$ cat src/rtl/fetch_redirect.sv
module fetch_redirect #(
  parameter int AW = 64
) (
  input  logic [AW-1:0] pred_pc,
  input  logic [3:0]    dec_op,
  input  logic [AW-1:0] dec_const,
  input  logic [3:0]    mem_op,
  input  logic          mem_cond,
  input  logic [AW-1:0] mem_fall,
  input  logic [AW-1:0] mem_rdata,
  input  logic [3:0]    fetch_op,
  input  logic [AW-1:0] fetch_const,
  output logic [AW-1:0] fetch_addr,
  output logic [AW-1:0] next_seq,
  output logic [AW-1:0] next_pred
);
  localparam logic [3:0] OP_CMOV  = 4'h2;
  localparam logic [3:0] OP_IRMOV = 4'h3;
  localparam logic [3:0] OP_RMMOV = 4'h4;
  localparam logic [3:0] OP_MRMOV = 4'h5;
  localparam logic [3:0] OP_ALU   = 4'h6;
  localparam logic [3:0] OP_JMP   = 4'h7;
  localparam logic [3:0] OP_CALL  = 4'h8;
  localparam logic [3:0] OP_RET   = 4'h9;
  localparam logic [3:0] OP_PUSH  = 4'hA;
  localparam logic [3:0] OP_POP   = 4'hB;
  localparam logic [3:0] OP_IALU  = 4'hC;

  logic call_redir, miss_redir, ret_redir;
  logic has_reg, has_const;

  assign call_redir = dec_op == OP_CALL;
  assign miss_redir = mem_op == OP_JMP && !mem_cond;
  assign ret_redir  = mem_op == OP_RET;

  always_comb begin
    if (call_redir)      fetch_addr = dec_const;
    else if (miss_redir) fetch_addr = mem_fall;
    else if (ret_redir)  fetch_addr = mem_rdata;
    else                 fetch_addr = pred_pc;
  end

  assign has_reg = fetch_op inside {OP_CMOV, OP_IRMOV, OP_RMMOV, OP_MRMOV,
                                    OP_ALU, OP_PUSH, OP_POP, OP_IALU};
  assign has_const = fetch_op inside {OP_IRMOV, OP_RMMOV, OP_MRMOV, OP_JMP,
                                      OP_CALL, OP_IALU};

  assign next_seq  = fetch_addr + AW'(1) + AW'(has_reg) + (has_const ? AW'(8) : AW'(0));
  assign next_pred = (fetch_op == OP_JMP || fetch_op == OP_CALL) ? fetch_const : next_seq;

  always_comb begin

    call_first_chk: assert (dec_op != OP_CALL || fetch_addr == dec_const);

    miss_recover_chk: assert (dec_op == OP_CALL || mem_op != OP_JMP || mem_cond
                              || fetch_addr == mem_fall);

    ret_target_chk: assert (dec_op == OP_CALL || mem_op != OP_RET || fetch_addr == mem_rdata);

    taken_quiet_chk: assert (dec_op == OP_CALL || mem_op != OP_JMP || !mem_cond
                             || fetch_addr == pred_pc);

    length_range_chk: assert ((next_seq - fetch_addr) inside {AW'(1), AW'(2), AW'(9), AW'(10)});

    target_pred_chk: assert (!(fetch_op inside {OP_JMP, OP_CALL}) || next_pred == fetch_const);
  end
endmodule

$ cat config.mk
export PLATFORM = sky130hd
export DESIGN_NAME = fetch_redirect
export DESIGN_NICKNAME = d
export VERILOG_FILES = /design/src/rtl/fetch_redirect.sv
export SDC_FILE = /design/constraint.sdc
export NUM_CORES = 1
export LEC_CHECK = 0
export ABC_AREA = 1
export BUFFER_PORTS_ARGS = -buffer_cell sky130_fd_sc_hd__buf_2
export CORE_AREA = 2 2 204 206
export DETAILED_ROUTE_END_ITERATION = 8
export DIE_AREA = 0 0 206 208
export PLACE_DENSITY = 0.5
export REMOVE_ABC_BUFFERS = 1
export SYNTH_ARGS = -nofsm -noshare
export SYNTH_HDL_FRONTEND = slang
export SYNTH_SLANG_ARGS = --single-unit
$ cat constraint.sdc
create_clock -name vclk -period 9.01
set_clock_uncertainty 0.15 [all_clocks]
set_input_delay 0.4505 -clock vclk [all_inputs]
set_output_delay 0.4505 -clock vclk [all_outputs]
set_load 0.02 [all_outputs]
# Word-level counts from Yosys, hierarchy flattened
# Index checks and enable logic that the tools add are counted.
[op_classes]
mul = 0
mux = 5
n_bitwise = 0
order_cmp = 0
addsub = 3
div_mod_pow = 0
n_reduce_logical = 5
eq_ne = 13
n_shift = 0
[ops]
columns = ["operator", "count"]
rows = [
  ["$mux W64", 4],
  ["$add A64 B1 Y64", 1],
  ["$add A64 B1 Y64 const B", 1],
  ["$add A64 B4 Y64", 1],
  ["$eq A4 B4 Y1 const B", 6],
  ["$eq A4 B3 Y1 const B", 5],
  ["$eq A4 B2 Y1 const B", 2],
  ["$reduce_bool A8 Y1", 1],
  ["$reduce_bool A6 Y1", 1],
  ["$mux W4", 1],
  ["$logic_and A1 B1 Y1", 1],
  ["$logic_not A1 Y1", 1],
  ["$logic_or A1 B1 Y1", 1],
]
[totals]
ramBits = 0
wordCells = 26
mem_bits_ro = 0
out_inout_bits = 192
in_bits = 333
reg_bits = 0
n_memories = 0
latch_bits = 0

# Logic depth before layout (Yosys ltp)
[depth]
depth_word = 8
ltp_mapped = 25
depth_no_buf = 24

# Worst setup path before layout
# OpenSTA, ideal clock, no wires.
[synth_timing]
path_type = "input to output"
start = "in mem_op[3]"
end = "out next_pred[28]"
arrival_ns = 3.503
path_slack_ns = 4.907
n_path_buf = 2
path_stages = 23
required_time_ns = 8.410
cell_sequence = "nand2_1 -> inv_2 -> nand2_1 -> buf_6 -> clkbuf_1 -> nor2_1 -> o311ai_0 -> o21a_1 -> inv_1 -> ha_1 -> inv_1 -> ha_1 -> nand2_1 -> inv_1 -> nand2_1 -> nand2_2 -> inv_1 -> nor2_1 -> nand2_1 -> nor2_2 -> xor2_1 -> nand2_1 -> nand2_1"
[synth_between]
elab_chain_len = 8
word_cells_on_any_way = 10
cone_classes = "add/sub: 3; eq/ne: 2; mux: 4; reduce/logical: 1"
[synth_rtl]
columns = ["element", "line", "rtl"]
rows = [
  ["start, declared", "7", "input logic [3:0] mem_op,"],
  ["$eq A4 B4 Y1 or $eq A4 B3 Y1 (tied branches)", "34, 33", ""],
  ["$mux W64 or $logic_and A1 B1 Y1 (tied branches)", "39, 33", ""],
  ["$mux W64 *", "38", "else if (miss_redir) fetch_addr = mem_fall;"],
  ["$mux W64 *", "37", "if (call_redir) fetch_addr = dec_const;"],
  ["via fetch_addr[0]", "13", "output logic [AW-1:0] fetch_addr,"],
  ["$add A64 B1 Y64 * (2 in a row)", "48", "assign next_seq = fetch_addr + AW'(1) + AW'(has_reg) + (has_const ? AW'(8) : AW'(0));"],
  ["$add A64 B4 Y64 *", "48", ""],
  ["via next_seq[28]", "14", "output logic [AW-1:0] next_seq,"],
  ["$mux W64 *", "49", "assign next_pred = (fetch_op == OP_JMP || fetch_op == OP_CALL) ? fetch_const : next_seq;"],
  ["end, declared", "15", "output logic [AW-1:0] next_pred"],
]
# Mark *: on every way through the listed nets, which the timed path passes. The rest lies on a longest branch.

# Worst setup path after layout
[layout_timing]
start = "in mem_op[1]"
end = "out next_pred[24]"
[layout_between]
elab_chain_len = 8
word_cells_on_any_way = 10
cone_classes = "add/sub: 3; eq/ne: 2; mux: 4; reduce/logical: 1"
[layout_rtl]
columns = ["element", "line"]
rows = [
  ["$eq A4 B4 Y1 or $eq A4 B3 Y1 (tied branches)", "34, 33"],
  ["$mux W64 or $logic_and A1 B1 Y1 (tied branches)", "39, 33"],
  ["$mux W64 *", "38"],
  ["$mux W64 *", "37"],
  ["$add A64 B1 Y64 * (2 in a row)", "48"],
  ["$add A64 B4 Y64 *", "48"],
  ["$mux W64 *", "49"],
]
# Every way passes the cells marked *; elsewhere a longest branch is shown, timed or not.

==> summary.md <==
| Metric | Value |
|---|---|
| Outcome | finished clean |
| PwrDens | 62.2 mW/mm2 |
| Worst vdd ir | 42.0 uV |
| CP max stage cell | o311ai_0 |
| Cells after synthesis | 1497 |
| Hold WC Path Type | in -> out |
| Mean Syn Cell Area | 4.41 um2 |
| Top delay family on crit path | simple AND/OR/NAND/NOR gates |
| Post-Route WL | 44.7 mm |
| Clock Power Share | 0% |
| Yosys top cell area share | 35.9% |
| Yosys warnings | 0 |
| Met2 Use GR | 36.4% |
| Hold Path Depth | 4 |
| Hold_buf cts | 0 |
| Final Hold Viols | 0 |
| Avg WL per Cell | 17.8 um |
| Remaining DRCs | 0 |
| Crit path DAT | 4.49 ns |
| Crit path cell chain | buf_2, nand2_1, nor2_4, buf_4, nand2_4, clkinv_1, o311ai_0, o21a_1, inv_1, ha_1, inv_1, ha_1, nand2_1, inv_1, nand2_1, nand2_2, inv_1, nor2_1, nand2_1, nor2_2, xor2_1, nand2_1, nand2_1, buf_2 |
| M1 GR Usage | 24.3% |
| CP Capture Type | output pin |
| Area delta synth->final | 46.9% |
| Drt pass-1 iters | 5 |
| Final Instance Area | 0.00969 mm2 |
| Via count | 10700 |
| Yosys top cell by area | nand2_1 |
| Switching power | 0.000411 W |
| Antenna-violating nets left | 0 |
| Core outline area | 0.0406 mm2 |
| Hpwl dp | 38.4 mm |
| Req. time, crit path | 8.41 ns |
| First-pass GRT wire length | 63.6 mm |
| Crit path buf inv count | 8 |
| Routability cong. | 0.918 |
| Placement Cell Area | 0.00968 mm2 |
| Final Max Slew Viols | 0 |
| Post-CTS sizing | 0 |
| DP Cell Count | 2501 |
| RSZ-0062 raised after global routing | no |
| Total of max-cap violations | 0 |
| Total I/O pin count | 525 |
| Setup Viol. Count Final | 0 |
| Post-Syn Area | 0.00660 mm2 |
| Hold_ws | 1.07 ns |
| Chip Height | 208 um |
| Slew HR | 43.1% |
| Final Critical Period | 5.09 ns |
| Seq cells | 0 |
| Reg area | 0 um2 |
| Initial Utilization | 16.3% |
| Final period utilization | 56.5% |
| Max Fclk | 197 MHz |
| Die area | 0.0428 mm2 |
| CP Depth | 24 |
| Clkbuf count | 0 |
| Number of antenna violations at the first check in global routing | 6 |
| Largest net degree at the start of global routing | 68 |
| Top cells by area, synth | nand2_1, inv_1, nand3_1 |
| Via/cell ratio | 4.27 |
| Cell leakage power | 5.95 nW |
| # Post-CTS Setup Buffers | 0 |
| Most frequent cell on the critical path | nand2_1 |
| Crit-path max FO | 37 |
| Register area share after synthesis | 0% |
| Critical path type | in -> out |
| Finished Layout Cells | 2505 |
| Met3 GRT Util | 2.30% |
| Distinct cells, synth | 32 |
| Vias in the first global route | 10300 |
| GRT Overall Usage | 19.8% |
| Comb power frac | 100.0% |
| Port-buffer cells | 525 |
| Max stage delay on crit path | 0.42 ns |
| Layout net count | 2307 |
| Row cnt | 74 |
| Die X | 206 um |
| Busiest layer in global routing | met2 |
| Drt first-iter violations | 623 |
| Global route total overflow | 0 |
| Layout cells sized above 1 | 30.2% |
| Pint | 0.000192 W |
| Seq pwr share | 0% |
| Setup TNS Final | 0 ns |
| Sw Share | 68.1% |
| Tightest Pin Transition | 0.853 ns |
| Startpoint types | input pin |
Yosys cell counts (all sizes together), types with 2 or more instances:
cell type  number
a21oi           7
and2           18
buf            40
clkbuf         24
clkinv          4
ha              3
inv           263
nand2         641
nand3         183
nand3b         55
nand4           2
nor2          202
o211ai          2
o21a            2
o21ai          13
or2             6
xor2           28
worst paths after layout:
| kind | from | endpoint | slack (ns) |
|---|---|---|---|
| worst min-delay path | fetch_const[26] | next_pred[26] | 1.07 |
| worst max-delay path | mem_op[1] | next_pred[24] | 3.92 |
tightest hold or removal path, stage by stage:
cell	delay (ns)
buf_2	0.07
nand2_1	0.04
nand2_1	0.05
buf_2	0.15
layout make-up:
cell class	count	area, um2
antenna	4	10.0
fill	4913	30900
inverter	267	1000
multi-input combinational	1166	5310
tap	532	666
timing repair buffer	536	2710
power groups by stage:
stage / logic, W / clock network [W] / registers [W]
2_1_floorplan: 0.000332 / 0 / 0
6_report: 0.000603 / 0.0000000000596 / 0
4_1_cts: 0.000611 / 0 / 0
5_1_grt: 0.000659 / 0.0000000000447 / 0
3_3_place_gp: 0.000608 / 0 / 0
3_5_place_dp: 0.000609 / 0 / 0
stage by stage:
step | total power, W | setup WS [ns] | utilization [%]
finish | 0.000603 | 3.92 | 23.9
global route | 0.000659 | 3.56 | 23.9
CTS | 0.000611 | 3.79 | 23.9
detailed placement | 0.000609 | 3.80 | 23.9
global placement | 0.000608 | 3.91 | 23.9
floorplan | 0.000332 | 2.91 | -
per-layer routing:
metal	part of all wire (%)	up-vias
met1	42	4779
li1	-	5418
met3	6.2	54
met2	49	443
met5	0.038	-
met4	2.6	2
cells by family after synthesis:
family / after synthesis / synth area share [%]
compound gates: 28 / 2.54
xor+xnor: 28 / 4.17
fa+ha+maj: 3 / 0.569
simple gates: 1107 / 72.5
buf+inv: 331 / 20.2
cells in the final DEF, fill, tap and decap left out, drive strengths merged:
cell	count
nand2	641
buf	536
inv	263
nor2	202
nand3	183
nand3b	55
xor2	28
and2	18
o21ai	13
a21oi	7
or2	6
diode	4
clkinv	4
ha	3
o211ai	2
o21a	2
nand4	2
a31oi	1
o31ai	1
a21boi	1
o311ai	1
No activity file was read; power rests on OpenSTA's default activity.
